File: config.mk
export PLATFORM = sky130hd
export DESIGN_NAME = alu_status_unit
export DESIGN_NICKNAME = d
export VERILOG_FILES = /design/src/rtl/alu_status_pkg.sv /design/src/rtl/alu_operand_sel.sv /design/src/rtl/alu_ripple_adder.sv /design/src/rtl/alu_logic_unit.sv /design/src/rtl/alu_flag_reg.sv /design/src/rtl/alu_status_unit.sv
export SDC_FILE = /design/constraint.sdc
export NUM_CORES = 1
export LEC_CHECK = 0
export ABC_AREA = 1
export ABC_CLOCK_PERIOD_IN_PS = 6200
export BUFFER_PORTS_ARGS = -buffer_cell sky130_fd_sc_hd__buf_2
export CAP_MARGIN = 20
export CORE_ASPECT_RATIO = 1.1
export CORE_UTILIZATION = 30
export CTS_CLUSTER_DIAMETER = 30
export CTS_CLUSTER_SIZE = 12
export DETAILED_ROUTE_END_ITERATION = 12
export SLEW_MARGIN = 0
export SYNTH_ARGS = -nofsm -noshare
export SYNTH_HDL_FRONTEND = slang
export SYNTH_SLANG_ARGS = --single-unit
File: constraint.sdc
create_clock -name clk -period 6.2 [get_ports clk]
set_input_delay 1.24 -clock clk [delete_from_list [all_inputs] [get_ports clk]]
set_output_delay 1.24 -clock clk [all_outputs]
set_load 0.005 [all_outputs]
File: src/rtl/alu_status_pkg.sv
package alu_status_pkg;

  typedef enum logic [3:0] {
    OP_ADD  = 4'd0,
    OP_ADDC = 4'd1,
    OP_SUB  = 4'd2,
    OP_SUBB = 4'd3,
    OP_INC  = 4'd4,
    OP_DEC  = 4'd5,
    OP_NEG  = 4'd6,
    OP_CMP  = 4'd7,
    OP_AND  = 4'd8,
    OP_OR   = 4'd9,
    OP_XOR  = 4'd10,
    OP_COM  = 4'd11,
    OP_CLR  = 4'd12,
    OP_TST  = 4'd13
  } alu_op_e;

  typedef struct packed {
    logic c;
    logic s;
    logic z;
    logic v;
  } alu_flags_t;

  // Arithmetic class is selected by the top bit of the code being clear.
  function automatic logic op_is_arith(input logic [3:0] op);
    return ~op[3];
  endfunction

  // Compare and test produce flags only.
  function automatic logic op_writes_result(input logic [3:0] op);
    return !(op == OP_CMP || op == OP_TST);
  endfunction

endpackage

File: src/rtl/alu_operand_sel.sv
module alu_operand_sel
  import alu_status_pkg::*;
#(
  parameter int W = 8
) (
  input  logic [3:0]   op,
  input  logic [W-1:0] a,
  input  logic [W-1:0] b,
  input  logic         carry_in,
  output logic [W-1:0] x,
  output logic [W-1:0] y,
  output logic         cin
);

  localparam logic [W-1:0] ALL_ONES = {W{1'b1}};
  localparam logic [W-1:0] ALL_ZERO = '0;

  always_comb begin
    x   = a;
    y   = b;
    cin = 1'b0;
    unique case (op)
      OP_ADD:          begin y = b;        cin = 1'b0;     end
      OP_ADDC:         begin y = b;        cin = carry_in; end
      OP_SUB, OP_CMP:  begin y = ~b;       cin = 1'b1;     end
      OP_SUBB:         begin y = ~b;       cin = carry_in; end
      OP_INC:          begin y = ALL_ZERO; cin = 1'b1;     end
      OP_DEC:          begin y = ALL_ONES; cin = 1'b0;     end
      OP_NEG:          begin x = ALL_ZERO; y = ~a; cin = 1'b1; end
      default:         begin x = a;        y = b;  cin = 1'b0; end
    endcase
  end

endmodule

File: src/rtl/alu_ripple_adder.sv
module alu_ripple_adder #(
  parameter int W = 8
) (
  input  logic [W-1:0] x,
  input  logic [W-1:0] y,
  input  logic         cin,
  output logic [W-1:0] sum,
  output logic         carry_into_msb,
  output logic         carry_end
);

  logic [W:0] chain;

  assign chain[0] = cin;

  generate
    for (genvar i = 0; i < W; i++) begin : g_bit
      assign sum[i]     = x[i] ^ y[i] ^ chain[i];
      assign chain[i+1] = (x[i] & y[i]) | (chain[i] & (x[i] ^ y[i]));
    end
  endgenerate

  assign carry_into_msb = chain[W-1];
  assign carry_end      = chain[W];

endmodule

File: src/rtl/alu_logic_unit.sv
module alu_logic_unit
  import alu_status_pkg::*;
#(
  parameter int W = 8
) (
  input  logic [3:0]   op,
  input  logic [W-1:0] a,
  input  logic [W-1:0] b,
  output logic [W-1:0] y
);

  always_comb begin
    unique case (op)
      OP_AND, OP_TST: y = a & b;
      OP_OR:          y = a | b;
      OP_XOR:         y = a ^ b;
      OP_COM:         y = ~a;
      OP_CLR:         y = '0;
      default:        y = a;
    endcase
  end

endmodule

File: src/rtl/alu_flag_reg.sv
module alu_flag_reg
  import alu_status_pkg::*;
(
  input  logic       clk,
  input  logic       rst_n,
  input  logic       we,
  input  alu_flags_t d,
  output alu_flags_t q
);

  always_ff @(posedge clk or negedge rst_n) begin
    if (!rst_n)  q <= '0;
    else if (we) q <= d;
  end

  // hold when the enable is low
  p_flags_hold_r9: assert property (@(posedge clk) disable iff (!rst_n)
    !we |=> $stable(q));

  // load the presented flags when enabled
  p_flags_load_r9: assert property (@(posedge clk) disable iff (!rst_n)
    we |=> q == $past(d));

endmodule

File: src/rtl/alu_status_unit.sv
module alu_status_unit
  import alu_status_pkg::*;
#(
  parameter int W = 8
) (
  input  logic         clk,
  input  logic         rst_n,
  input  logic [W-1:0] a,
  input  logic [W-1:0] b,
  input  logic [3:0]   op,
  input  logic         carry_in,
  input  logic         flag_we,
  output logic [W-1:0] result,
  output logic         result_we,
  output logic         c_out,
  output logic         s_out,
  output logic         z_out,
  output logic         v_out,
  output logic         flag_c,
  output logic         flag_s,
  output logic         flag_z,
  output logic         flag_v
);

  logic [W-1:0] add_x, add_y, add_sum, logic_y;
  logic         add_cin, carry_into_msb, carry_end, arith;
  alu_flags_t   flags_now, flags_q;

  alu_operand_sel #(.W(W)) u_sel (
    .op(op), .a(a), .b(b), .carry_in(carry_in),
    .x(add_x), .y(add_y), .cin(add_cin)
  );

  alu_ripple_adder #(.W(W)) u_add (
    .x(add_x), .y(add_y), .cin(add_cin),
    .sum(add_sum), .carry_into_msb(carry_into_msb), .carry_end(carry_end)
  );

  alu_logic_unit #(.W(W)) u_logic (
    .op(op), .a(a), .b(b), .y(logic_y)
  );

  assign arith     = op_is_arith(op);
  assign result    = arith ? add_sum : logic_y;
  assign result_we = op_writes_result(op);

  assign flags_now.c = arith & carry_end;
  assign flags_now.v = arith & (carry_into_msb ^ carry_end);
  assign flags_now.s = result[W-1];
  assign flags_now.z = ~|result;

  assign c_out = flags_now.c;
  assign s_out = flags_now.s;
  assign z_out = flags_now.z;
  assign v_out = flags_now.v;

  alu_flag_reg u_flags (
    .clk(clk), .rst_n(rst_n), .we(flag_we), .d(flags_now), .q(flags_q)
  );

  assign flag_c = flags_q.c;
  assign flag_s = flags_q.s;
  assign flag_z = flags_q.z;
  assign flag_v = flags_q.v;

  // Independent wide sums used only by the checks below.
  logic [W:0]        chk_add_wide;
  logic signed [W:0] chk_add_signed;
  assign chk_add_wide   = {1'b0, a} + {1'b0, b};
  assign chk_add_signed = $signed({a[W-1], a}) + $signed({b[W-1], b});

  // ADD carry equals the top bit of the widened sum
  p_add_carry_r1: assert property (@(posedge clk) disable iff (!rst_n)
    (op == OP_ADD) |-> c_out == chk_add_wide[W]);

  // without overflow, ADD sign matches the true signed sum
  p_add_sign_r2: assert property (@(posedge clk) disable iff (!rst_n)
    (op == OP_ADD && !v_out) |-> s_out == chk_add_signed[W]);

  // subtraction and compare give zero exactly for equal operands
  p_sub_zero_r3: assert property (@(posedge clk) disable iff (!rst_n)
    (op == OP_SUB || op == OP_CMP) |-> z_out == (a == b));

  // operands of differing sign can never overflow on ADD
  p_no_overflow_r4: assert property (@(posedge clk) disable iff (!rst_n)
    (op == OP_ADD && a[W-1] != b[W-1]) |-> !v_out);

  // logic class keeps carry and overflow clear
  p_logic_cv_clear_r6: assert property (@(posedge clk) disable iff (!rst_n)
    op[3] |-> (!c_out && !v_out));

  // clear yields zero and raises the zero flag
  p_clear_zero_r6: assert property (@(posedge clk) disable iff (!rst_n)
    (op == OP_CLR) |-> (result == '0 && z_out));

  // compare and test never request a write-back
  p_flags_only_r7: assert property (@(posedge clk) disable iff (!rst_n)
    (op == OP_CMP || op == OP_TST) |-> !result_we);

endmodule

==> impl_results.md, run 1 <==
* Status: finished, violations left
* Failing checks: negative setup slack
* CP max stage cell: fa_1
* Num ports at 41
* DP HPWL at 3430 um
* Post-route DRC at 0
* Cell Rows at 26
* TritonRoute pass-1 iters at 4
* Critical path launch point type: primary input
* Mapped Cells at 250
* Horiz. Die Dim at 68.3 um
* MaxCap Viol Count at 0
* Syn_nets at 298
* CTS tree: yes
* Syn Std Cell Area at 1450 um2
* Area delta synth->final at 45.4%
* Clk_lat worst skew at 0.22 ns
* Crit end category: output pin
* Critical path fanouts, max at 3
* Vias at 1751
* Area post-placement at 1890 um2
* Port Buffer Count at 40
* DR vias/cell at 4.61
* Yosys top cell area share at 17.3%
* Min-delay worst type: register to register
* Overflow after GRT at 0
* Final Hold Fails at 0
* Sequential-to-total area share from yosys stat at 6.89%
* Tot GR Track Use at 18.7%
* Final setup violation count at 3
* Clock tree sinks at 4
* Clk pwr share at 20.3%
* Min cycle time layout at 6.50 ns
* Setup WS post-layout at -0.296 ns
* Starting Density at 31.2%
* Vias in the first global route at 1649
* First-pass GRT wire length at 7280 um
* Reg with most FFs: u_flags.q
* Comb pwr share at 68.3%
* CTS Buffer Depth at 2
* N_diodes at 0
* Depth of the CTS H-tree at 1
* Crit path largest cell delay at 0.42 ns
* Root buffer cell: clkbuf_8
* Initial antenna violation count at 0
* Final Cell Area at 2110 um2
* Commonest non-fill, non-tap cell in the layout: nand2_1
* Clk slew on worst S/H paths at 0.03 ns
* Largest register FFs at 4
* Worst Path Arrival at 5.26 ns
* Worst path required time at 4.96 ns
* Pin count of the biggest net entering global routing at 13
* Regs by FF count: u_flags.q x4
* Most frequent cells in the layout: nand2_1 (66), inv_1 (42), nor2_1 (38)
* Syn avg cell area at 5.81 um2
* Share of cells above drive strength 1 at 37.0%
* Sw Ratio at 42.2%
* Final wirelength at 4650 um
* Pleak at 1.22 nW
* Synthesis-stage register bit count at 4
* Internal power at 0.159 mW
* Sw Pwr at 0.116 mW
* Power density of the placed cells at 130 nW/um2
* Die H at 75.0 um
* Die area at 5120 um2
* Max VDD drop at 0.0000590 V
* # nets final at 374
* Max_slew headroom at 70.2%
* Fin crit share at 105%
* Max Slew Vio Count at 0
* Drt wl/cell at 12.2 um
* DRT antenna net count at 0
* Detailed Route Iter0 Violations at 108
* Sequential fraction of design power at 11.4%
* Hold slack at 0.467 ns
* RSZ-0062 raised after global routing: true
* GPL Wtd Cong at 0.808
* Slew @ Worst Pin at 0.446 ns
* Clk_skew at 0 ns
* WS Path Type: primary input to output pin
* Top cells by area, synth: nand2_1 (17%), ha_1 (14%), inv_1 (14%)
* Worst path buffer plus inverter count at 11
* Largest area contributor in the netlist: nand2_1
* FMAX at 154 MHz
* CTS Buf Count at 3
* Synth unique cells at 27
* Syn. warnings at 0
* Top delay family on crit path: adder cells
* Core area at 4650 um2
cell families (layout without fill, tap and decap cells):
kind of cell	count (synthesis)	count (layout)	share of synthesized area, %
AND/OR/NAND/NOR	132	132	38.1
AO/OA/AOI/OAI	30	30	13.8
adder cells (fa/ha/maj)	24	24	24.8
XOR/XNOR	1	1	0.603
buffers and inverters	59	133	15.8
flip-flops	4	4	6.89
repair_timing:
action	4_1_cts	5_1_grt
pin swaps	5	7
resized for setup	16	15
buffers inserted	10	3
hold buffers	0	0
setup endpoints to repair	4	5
tightest hold or removal path, delay by kind of cell, from the launching register on:
family / cells / cell delay, ns
flops: 1 / 0.33
simple gates: 2 / 0.10
layer usage:
layer | track usage, % | share of wire, %
met5 | 0 | 0
met4 | 2.78 | 0.60
met3 | 2.27 | 3.8
met2 | 33.2 | 50
met1 | 24.5 | 45
final timing paths:
kind                                    from      endpoint  slack, ns  depth (start not counted)
worst max-delay path                   op[2]         z_out      -0.30                         27
worst min-delay path            u_flags.q[1]  u_flags.q[1]       0.47                          2
worst max register to register  u_flags.q[2]  u_flags.q[2]       5.58                          2
worst min register to register  u_flags.q[1]  u_flags.q[1]       0.47                          2
max in group asynchronous              rst_n  u_flags.q[0]       5.25                          1
min in group asynchronous              rst_n  u_flags.q[1]       0.82                          1
metrics by stage:
step | instances | TNS (ns) | total power, mW | utilization [%] | setup slack, ns
after floorplan | 250 | -0.0425 | 0.124 | - | -0.0425
after global placement | 365 | -0.517 | 0.188 | 40.6 | -0.264
after detailed placement | 365 | -0.736 | 0.190 | 40.6 | -0.335
after CTS | 377 | -0.452 | 0.261 | 43.8 | -0.245
after global routing | 380 | -1.10 | 0.304 | 45.4 | -0.469
final | 380 | -0.514 | 0.275 | 45.4 | -0.296
cell usage after synthesis:
cell type   n
nand4_1     1
nand3b_1    4
clkbuf_1    1
xnor2_1     1
ha_1       16
o21ai_0     1
a21oi_2     1
nor2_1     44
inv_1      53
nand3_1     7
a21oi_4     1
fa_1        8
o32ai_1     7
o22ai_1     2
o211ai_1    1
a21oi_1    16
buf_2       1
nand2_1    67
nand2_2     2
inv_2       2
nand3_2     1
o221ai_1    1
dfrtp_1     4
nor2_2      4
buf_4       2
and2_1      1
nor2_4      1
power by group through the flow:
stage	clock network (mW)	logic (mW)	registers, mW
global placement	0	0.157	0.0316
finish	0.0558	0.188	0.0315
CTS	0.0572	0.173	0.0313
floorplan	0	0.0919	0.0321
detailed placement	0	0.159	0.0316
global route	0.0593	0.212	0.0319
area by class of cell:
class | count | area (um2)
Inverter | 55 | 209
Timing Repair Buffer | 75 | 499
Sequential cell | 4 | 100
Fill cell | 480 | 2540
Tap cell | 56 | 70.1
Multi-Input combinational cell | 187 | 1190
Clock buffer | 3 | 41.3
Note: power is estimated with default switching activity, not from simulation.
==> inputs of run 2 (changes only) <==
--- a/config.mk
+++ b/config.mk
@@ -9,7 +9,6 @@
 export ABC_CLOCK_PERIOD_IN_PS = 6200
 export BUFFER_PORTS_ARGS = -buffer_cell sky130_fd_sc_hd__buf_2
 export CAP_MARGIN = 20
-export CORE_ASPECT_RATIO = 1.1
 export CORE_UTILIZATION = 30
 export CTS_CLUSTER_DIAMETER = 30
 export CTS_CLUSTER_SIZE = 12
==> impl_results.md, run 2 (synthesis gave the netlist of run 1 again) <==
* Most frequent cells in the layout: nand2_1 (66), inv_1 (42), nor2_1 (39)
* Clk slew on worst S/H paths at 0.03 ns (about the same)
* Clock tree sinks at 4 (unchanged)
* Pleak at 1.17 nW (-3.5%)
* Status: finished, violations left
* DR WL met3 at 302 um (+73%)
* Pin count of the biggest net entering global routing at 13 (unchanged)
* Reg with most FFs: u_flags.q
* Clk_skew at 0 ns (unchanged)
* Crit path largest cell delay at 0.41 ns (about the same)
* Post-route DRC at 0 (unchanged)
* CP dominant cell by count: fa_2
* Root buffer cell: clkbuf_8
* Area occupied by multi-input gates at 1190 um2 (-0.10%)
* MaxCap Viol Count at 0 (unchanged)
* # nets final at 366 (-2.1%)
* Failing checks: negative setup slack
* Worst path required time at 4.96 ns (about the same)
* Detailed Route Iter0 Violations at 86 (-20%)
* Min-delay worst type: register to register
* Fin crit share at 102% (-2.6 points)
* Core area at 4500 um2 (-3.2%)
* Critical path fanouts, max at 3 (unchanged)
* FMAX at 158 MHz (+2.5%)
* Commonest non-fill, non-tap cell in the layout: nand2_1
* Horiz. Die Dim at 71.6 um (+4.7%)
* Setup WS post-layout at -0.135 ns (+0.161 ns)
* Depth of the CTS H-tree at 1 (unchanged)
* Tot GR Track Use at 18.7% (about the same)
* Area delta synth->final at 40.3%
* Cell Rows at 24 (-7.7%)
* Final Hold Fails at 0 (unchanged)
* Drt wl/cell at 12.2 um (-0.47%)
* Max layer used: met4
* Comb pwr share at 66.8% (-1.5 points)
* Power density of the placed cells at 128 nW/um2 (-2.1%)
* Clk pwr share at 21.2% (+0.9 points)
* Metal-1 WL at 1960 um (-7.2%)
* CTS Buf Count at 3 (unchanged)
* Crit end category: output pin
* Overflow after GRT at 0 (unchanged)
* Storage cell area at 100 um2 (unchanged)
* Min cycle time layout at 6.33 ns (-0.161 ns)
* Met2 wire length at 2200 um (-5.9%)
* Starting Density at 32.2% (+1.0 points)
* Cell Count, Final, Fillers Out at 368 (-3.2%)
* Vias at 1708 (-2.5%)
* DRT antenna net count at 0 (unchanged)
* Die H at 71.6 um (-4.5%)
* Slew @ Worst Pin at 0.485 ns (+0.0389 ns)
* WS Path Type: primary input to output pin
* Initial antenna violation count at 0 (unchanged)
* Final wirelength at 4480 um (-3.6%)
* WP depth at 27 (unchanged)
* Worst path buffer plus inverter count at 10 (-1)
* Setup TNS at -0.135 ns (+0.379 ns)
* Worst r2r path cells at 2 (unchanged)
* Placed Cells incl. Taps at 362 (-0.82%)
* # fillers at 484 (+0.83%)
* RSZ-0062 raised after global routing: true
* DR vias/cell at 4.64 (+0.73%)
* Die area at 5120 um2 (about the same)
* Placement Setup Slack at -0.337 ns (-0.00148 ns)
* Port Buffer Count at 40 (unchanged)
* Share of cells above drive strength 1 at 34.8% (-2.2 points)
* CTS tree: yes
* Max Slew Vio Count at 0 (unchanged)
* Critical path launch point type: primary input
* CP max stage cell: fa_1
* Final setup violation count at 1 (-2)
* Internal power at 0.149 mW (-6.4%)
* Regs by FF count: u_flags.q x4
* N_diodes at 0 (unchanged)
* Sw Pwr at 0.111 mW (-4.4%)
* CTS Buffer Depth at 2 (unchanged)
* Clk_lat worst skew at 0.22 ns (about the same)
* Max_slew headroom at 67.6% (-2.6 points)
* Top delay family on crit path: adder cells
* DP HPWL at 3530 um (+3.1%)
* First-pass GRT wire length at 7480 um (+2.7%)
* Largest register FFs at 4 (unchanged)
* TritonRoute pass-1 iters at 4 (unchanged)
* Vias in the first global route at 1623 (-1.6%)
* Num ports at 41 (unchanged)
* GPL Wtd Cong at 0.871 (+7.8%)
* Sw Ratio at 42.7% (+0.54 points)
* Hold Crit Depth at 2 (unchanged)
* Worst Path Arrival at 5.09 ns (-0.17 ns)
* Sequential fraction of design power at 12.0% (+0.6 points)
* Max VDD drop at 0.0000519 V (-12%)
run 2: cell count changes in the layout (fill, tap and decap cells not counted), sizes merged:
cell,previous run,this run
buf,75,67
run 2: metal layers:
layer	vias up	global-route usage, %
li1	895	-
met1	758	25.4
met2	53	30.9
met3	2	3.66
met4	0	4.36
met5	-	0
run 2: metrics by stage:
step / hold slack (ns) / power (mW) / cell area [um2] / util [%]
floorplan: 0.472 / 0.124 / 1470 / -
global placement: 0.461 / 0.189 / 1890 / 42.0
detailed placement: 0.461 / 0.191 / 1890 / 42.0
CTS: 0.471 / 0.257 / 2000 / 44.4
global route: 0.495 / 0.290 / 2040 / 45.3
finish: 0.464 / 0.260 / 2040 / 45.3
run 2: timing repair:
item,CTS,global route
hold buffers,0,0
gates cloned,0,0
setup endpoints to repair,4,5
resized for setup,20,9
pin swaps,6,1
buffers inserted,3,1
run 2: final timing paths:
check	start	endpoint	slack, ns
max in group asynchronous	rst_n	u_flags.q[1]	5.25
worst min-delay path	u_flags.q[0]	u_flags.q[0]	0.46
worst max register to register	u_flags.q[2]	u_flags.q[2]	5.59
min in group asynchronous	rst_n	u_flags.q[2]	0.82
worst min register to register	u_flags.q[0]	u_flags.q[0]	0.46
worst max-delay path	op[3]	z_out	-0.13
run 2: power groups by stage:
stage               Combinational, mW  Clock [mW]  Sequential [mW]
global placement                0.158           0           0.0315
floorplan                      0.0919           0           0.0321
finish                          0.174      0.0551           0.0313
global route                    0.198      0.0599           0.0317
detailed placement              0.160           0           0.0316
CTS                             0.169      0.0564           0.0314
run 2: worst register-to-register path: cells and delay by family (launching register included):
kind,cells,cell delay [ns]
AOI/OAI and AO/OA,1,0.06
DFF,1,0.36
and+or+nand+nor,1,0.06
run 2: final cells by class:
type	instances	area share, %
tap	52	3.19
multi-input combinational	187	58.4
inverter	55	10.4
timing repair buffer	67	21.1
clock buffer	3	2.03
sequential	4	4.91
==> inputs of run 3 (changes only) <==
--- a/config.mk
+++ b/config.mk
@@ -5,7 +5,6 @@
 export SDC_FILE = /design/constraint.sdc
 export NUM_CORES = 1
 export LEC_CHECK = 0
-export ABC_AREA = 1
 export ABC_CLOCK_PERIOD_IN_PS = 6200
 export BUFFER_PORTS_ARGS = -buffer_cell sky130_fd_sc_hd__buf_2
 export CAP_MARGIN = 20
==> impl_results.md, run 3 <==
* Status: finished, violations left
* Failing checks: negative setup slack
* Num ports at 41 (unchanged)
* Worst path required time at 4.96 ns (about the same)
* Compound-Gate Fraction of Synth Area at 30.4% (+17 points)
* Synth Area in XOR/XNOR at 0.596% (-0.0067 points)
* Syn_nets at 245 (-18%)
* Placed Cells incl. Taps at 321 (-11%)
* GPL Wtd Cong at 0.814 (-6.5%)
* Adder-Cell Fraction of Synth Area at 24.5% (-0.27 points)
* Initial antenna violation count at 0 (unchanged)
* Final setup violation count at 1 (unchanged)
* Worst Path Arrival at 5.13 ns (+0.04 ns)
* Area delta synth->final at 41.0%
* Overflow after GRT at 0 (unchanged)
* Worst r2r src: u_flags.q[2]
* Share of cells above drive strength 1 at 40.2% (+5.4 points)
* Core area at 4720 um2 (+4.9%)
* # nets final at 311 (-15%)
* TritonRoute pass-1 iters at 4 (unchanged)
* Drt wl/cell at 13.0 um (+6.8%)
* Min cycle time layout at 6.37 ns (+0.0336 ns)
* Vias at 1599 (-6.4%)
* Internal reg-to-reg setup slack at 5.47 ns (-0.12 ns)
* CTS Buf Count at 3 (unchanged)
* Starting Density at 31.1% (-1.2 points)
* CP max stage cell: fa_1
* Mapped Cells at 197 (-21%)
* Die H at 72.0 um (+0.54%)
* Clk_skew at 0 ns (unchanged)
* Largest register FFs at 4 (unchanged)
* Commonest non-fill, non-tap cell in the layout: buf_2
* FMAX at 157 MHz (-0.53%)
* RSZ-0062 raised after global routing: true
* Post-synthesis mux area share at 2.98% (+3.0 points)
* Critical path launch point type: primary input
* Final wirelength at 4270 um (-4.8%)
* Hold Crit Depth at 2 (unchanged)
* Cell Rows at 25 (+4.2%)
* Pleak at 1.02 nW (-13%)
* Final Hold Fails at 0 (unchanged)
* # fillers at 479 (-1.0%)
* Clk_lat worst skew at 0.21 ns (about the same)
* Vias in the first global route at 1587 (-2.2%)
* Detailed Route Iter0 Violations at 111 (+29%)
* First-pass GRT wire length at 7360 um (-1.7%)
* DR vias/cell at 4.88 (+5.0%)
* Clock tree sinks at 4 (unchanged)
* Min-delay worst type: register to register
* WS Path Type: primary input to output pin
* CTS Buffer Depth at 2 (unchanged)
* Cell Count, Final, Fillers Out at 328 (-11%)
* Slew @ Worst Pin at 0.435 ns (-0.0502 ns)
* Worst r2r path cells at 1 (-1)
* Simple-gate share of the synthesized area at 22.3% (-16 points)
* Worst path buffer plus inverter count at 6 (-4)
* Synth unique cells at 46 (+70%)
* Top cells by area, synth: ha_1 (14%), fa_1 (11%), a21oi_1 (8.5%)
* Max VDD drop at 0.000148 V (+190%)
* Power density of the placed cells at 123 nW/um2 (-3.5%)
* CP dominant cell by count: fa_2
* Horiz. Die Dim at 72.0 um (+0.54%)
* Syn. warnings at 0 (unchanged)
* Setup WS post-layout at -0.168 ns (-0.0336 ns)
* DP HPWL at 3400 um (-3.8%)
* Hold Startpoint: u_flags.q[1]
* Regs by FF count: u_flags.q x4
* Hold slack at 0.496 ns (+0.0318 ns)
* Post-route DRC at 0 (unchanged)
* Max Slew Vio Count at 0 (unchanged)
* Post-synth EDFFs at 0 (unchanged)
* Reg with most FFs: u_flags.q
* Hold buffer count at CTS at 0 (unchanged)
* Top delay family on crit path: adder cells
* Root buffer cell: clkbuf_8
* Critical path fanouts, max at 4 (+1)
* Port Buffer Count at 40 (unchanged)
* Ys async rst share at 100% (unchanged)
* RR Endpoint: u_flags.q[2]
* Depth of the CTS H-tree at 1 (unchanged)
* Synthesis-stage register bit count at 4 (unchanged)
* Crit end category: output pin
* Sequential-to-total area share from yosys stat at 6.81% (-0.076 points)
* Syn Std Cell Area at 1470 um2 (+1.1%)
* Die area at 5180 um2 (+1.1%)
* MaxCap Viol Count at 0 (unchanged)
* Crit path largest cell delay at 0.41 ns (about the same)
* Largest family of logic cells by synthesized area: compound AO/OA/AOI/OAI gates
* Primary FF master, synth: dfrtp_1
* Fin crit share at 103% (+0.54 points)
* N_diodes at 0 (unchanged)
* Most frequent cells in the layout: buf_2 (35), buf_4 (32), a21oi_1 (24)
* Final Cell Area at 2070 um2 (+1.6%)
* Setup TNS at -0.168 ns (-0.0336 ns)
* Pin count of the biggest net entering global routing at 27 (+14)
* Tot GR Track Use at 17.6% (-1.1 points)
* Placement Setup Slack at -0.294 ns (+0.0427 ns)
* Yosys top cell area share at 13.6% (-3.7 points)
* Clk slew on worst S/H paths at 0.03 ns (about the same)
* Syn avg cell area at 7.46 um2 (+28%)
* CTS tree: yes
* Min-Delay Endpoint: u_flags.q[1]
* Largest area contributor in the netlist: ha_1
* Area post-placement at 1920 um2 (+1.2%)
* DRT antenna net count at 0 (unchanged)
* Max_slew headroom at 71.0% (+3.5 points)
* Top cells by count, synth: a21oi_1 (25), inv_1 (25), ha_1 (16)
* CP cell instances: buf_8 -> nand2b_4 -> and2_4 -> a21oi_2 -> o22a_1 -> fa_2 -> inv_2 -> fa_2 -> fa_2 -> fa_2 -> inv_2 -> fa_2 -> inv_2 -> fa_2 -> inv_2 -> fa_2 -> fa_1 -> nand2b_1 -> a2bb2oi_2 -> a2111o_1 -> nor2_1 -> buf_2
[run 3: how the worst max path moves through the flow]
stage / from / endpoint / slack [ns] / depth (start not counted)
2_1_floorplan: op[0] / z_out / -0.26 / 22
3_3_place_gp: op[0] / z_out / -0.25 / 22
3_5_place_dp: op[0] / z_out / -0.29 / 22
4_1_cts: op[0] / z_out / -0.19 / 22
5_1_grt: op[0] / z_out / -0.35 / 22
6_report: op[0] / z_out / -0.17 / 22
[run 3: per-layer routing]
metal / up-vias / wire (um) / global-route usage (%)
met2: 31 / 2100 / 30.8
met4: 0 / 34 / 3.27
met3: 6 / 170 / 2.64
met1: 743 / 1960 / 23.2
li1: 819 / - / -
met5: - / 0 / 0
[run 3: kinds of logic (layout without fill, tap and decap cells)]
family	Yosys count	count (layout)
AOI/OAI and AO/OA	67	67
and+or+nand+nor	58	58
buffers and inverters	39	103
adders and majority gates	24	24
muxes	4	4
DFF	4	4
xor gates and xnor gates	1	1
[run 3: through the flow]
| step | utilization (%) | total power, mW |
|---|---|---|
| after floorplan | - | 0.130 |
| after global placement | 40.6 | 0.188 |
| after detailed placement | 40.6 | 0.189 |
| after CTS | 43.1 | 0.254 |
| after global routing | 43.8 | 0.281 |
| final | 43.8 | 0.255 |
[run 3: timing repair]
action	4_1_cts	5_1_grt
setup buffers	3	2
hold endpoints to repair	0	0
gates resized for setup	16	7
gates cloned	0	0
setup endpoints to repair	3	4
pin swaps	3	1
[run 3: worst min-delay path: stages (launching register included)]
cell and delay [ns]:
dfrtp_1 0.33, nand2_1 0.07, o31ai_2 0.06
[run 3: area by class of cell]
| type | count | area [um2] | area share [%] |
|---|---|---|---|
| clock buffer | 3 | 41.3 | 1.99 |
| inverter | 26 | 97.6 | 4.71 |
| multi-input combinational | 154 | 1240 | 59.9 |
| sequential | 4 | 100 | 4.83 |
| tap | 67 | 83.8 | 4.05 |
| timing repair buffer | 74 | 507 | 24.5 |
[run 3: report_power, final]
part           switching [mW]  total, mW  internal [mW]
clock network          0.0123     0.0536         0.0413
logic                  0.0831      0.170         0.0866
registers             0.00154     0.0316         0.0301
total                  0.0970      0.255          0.158
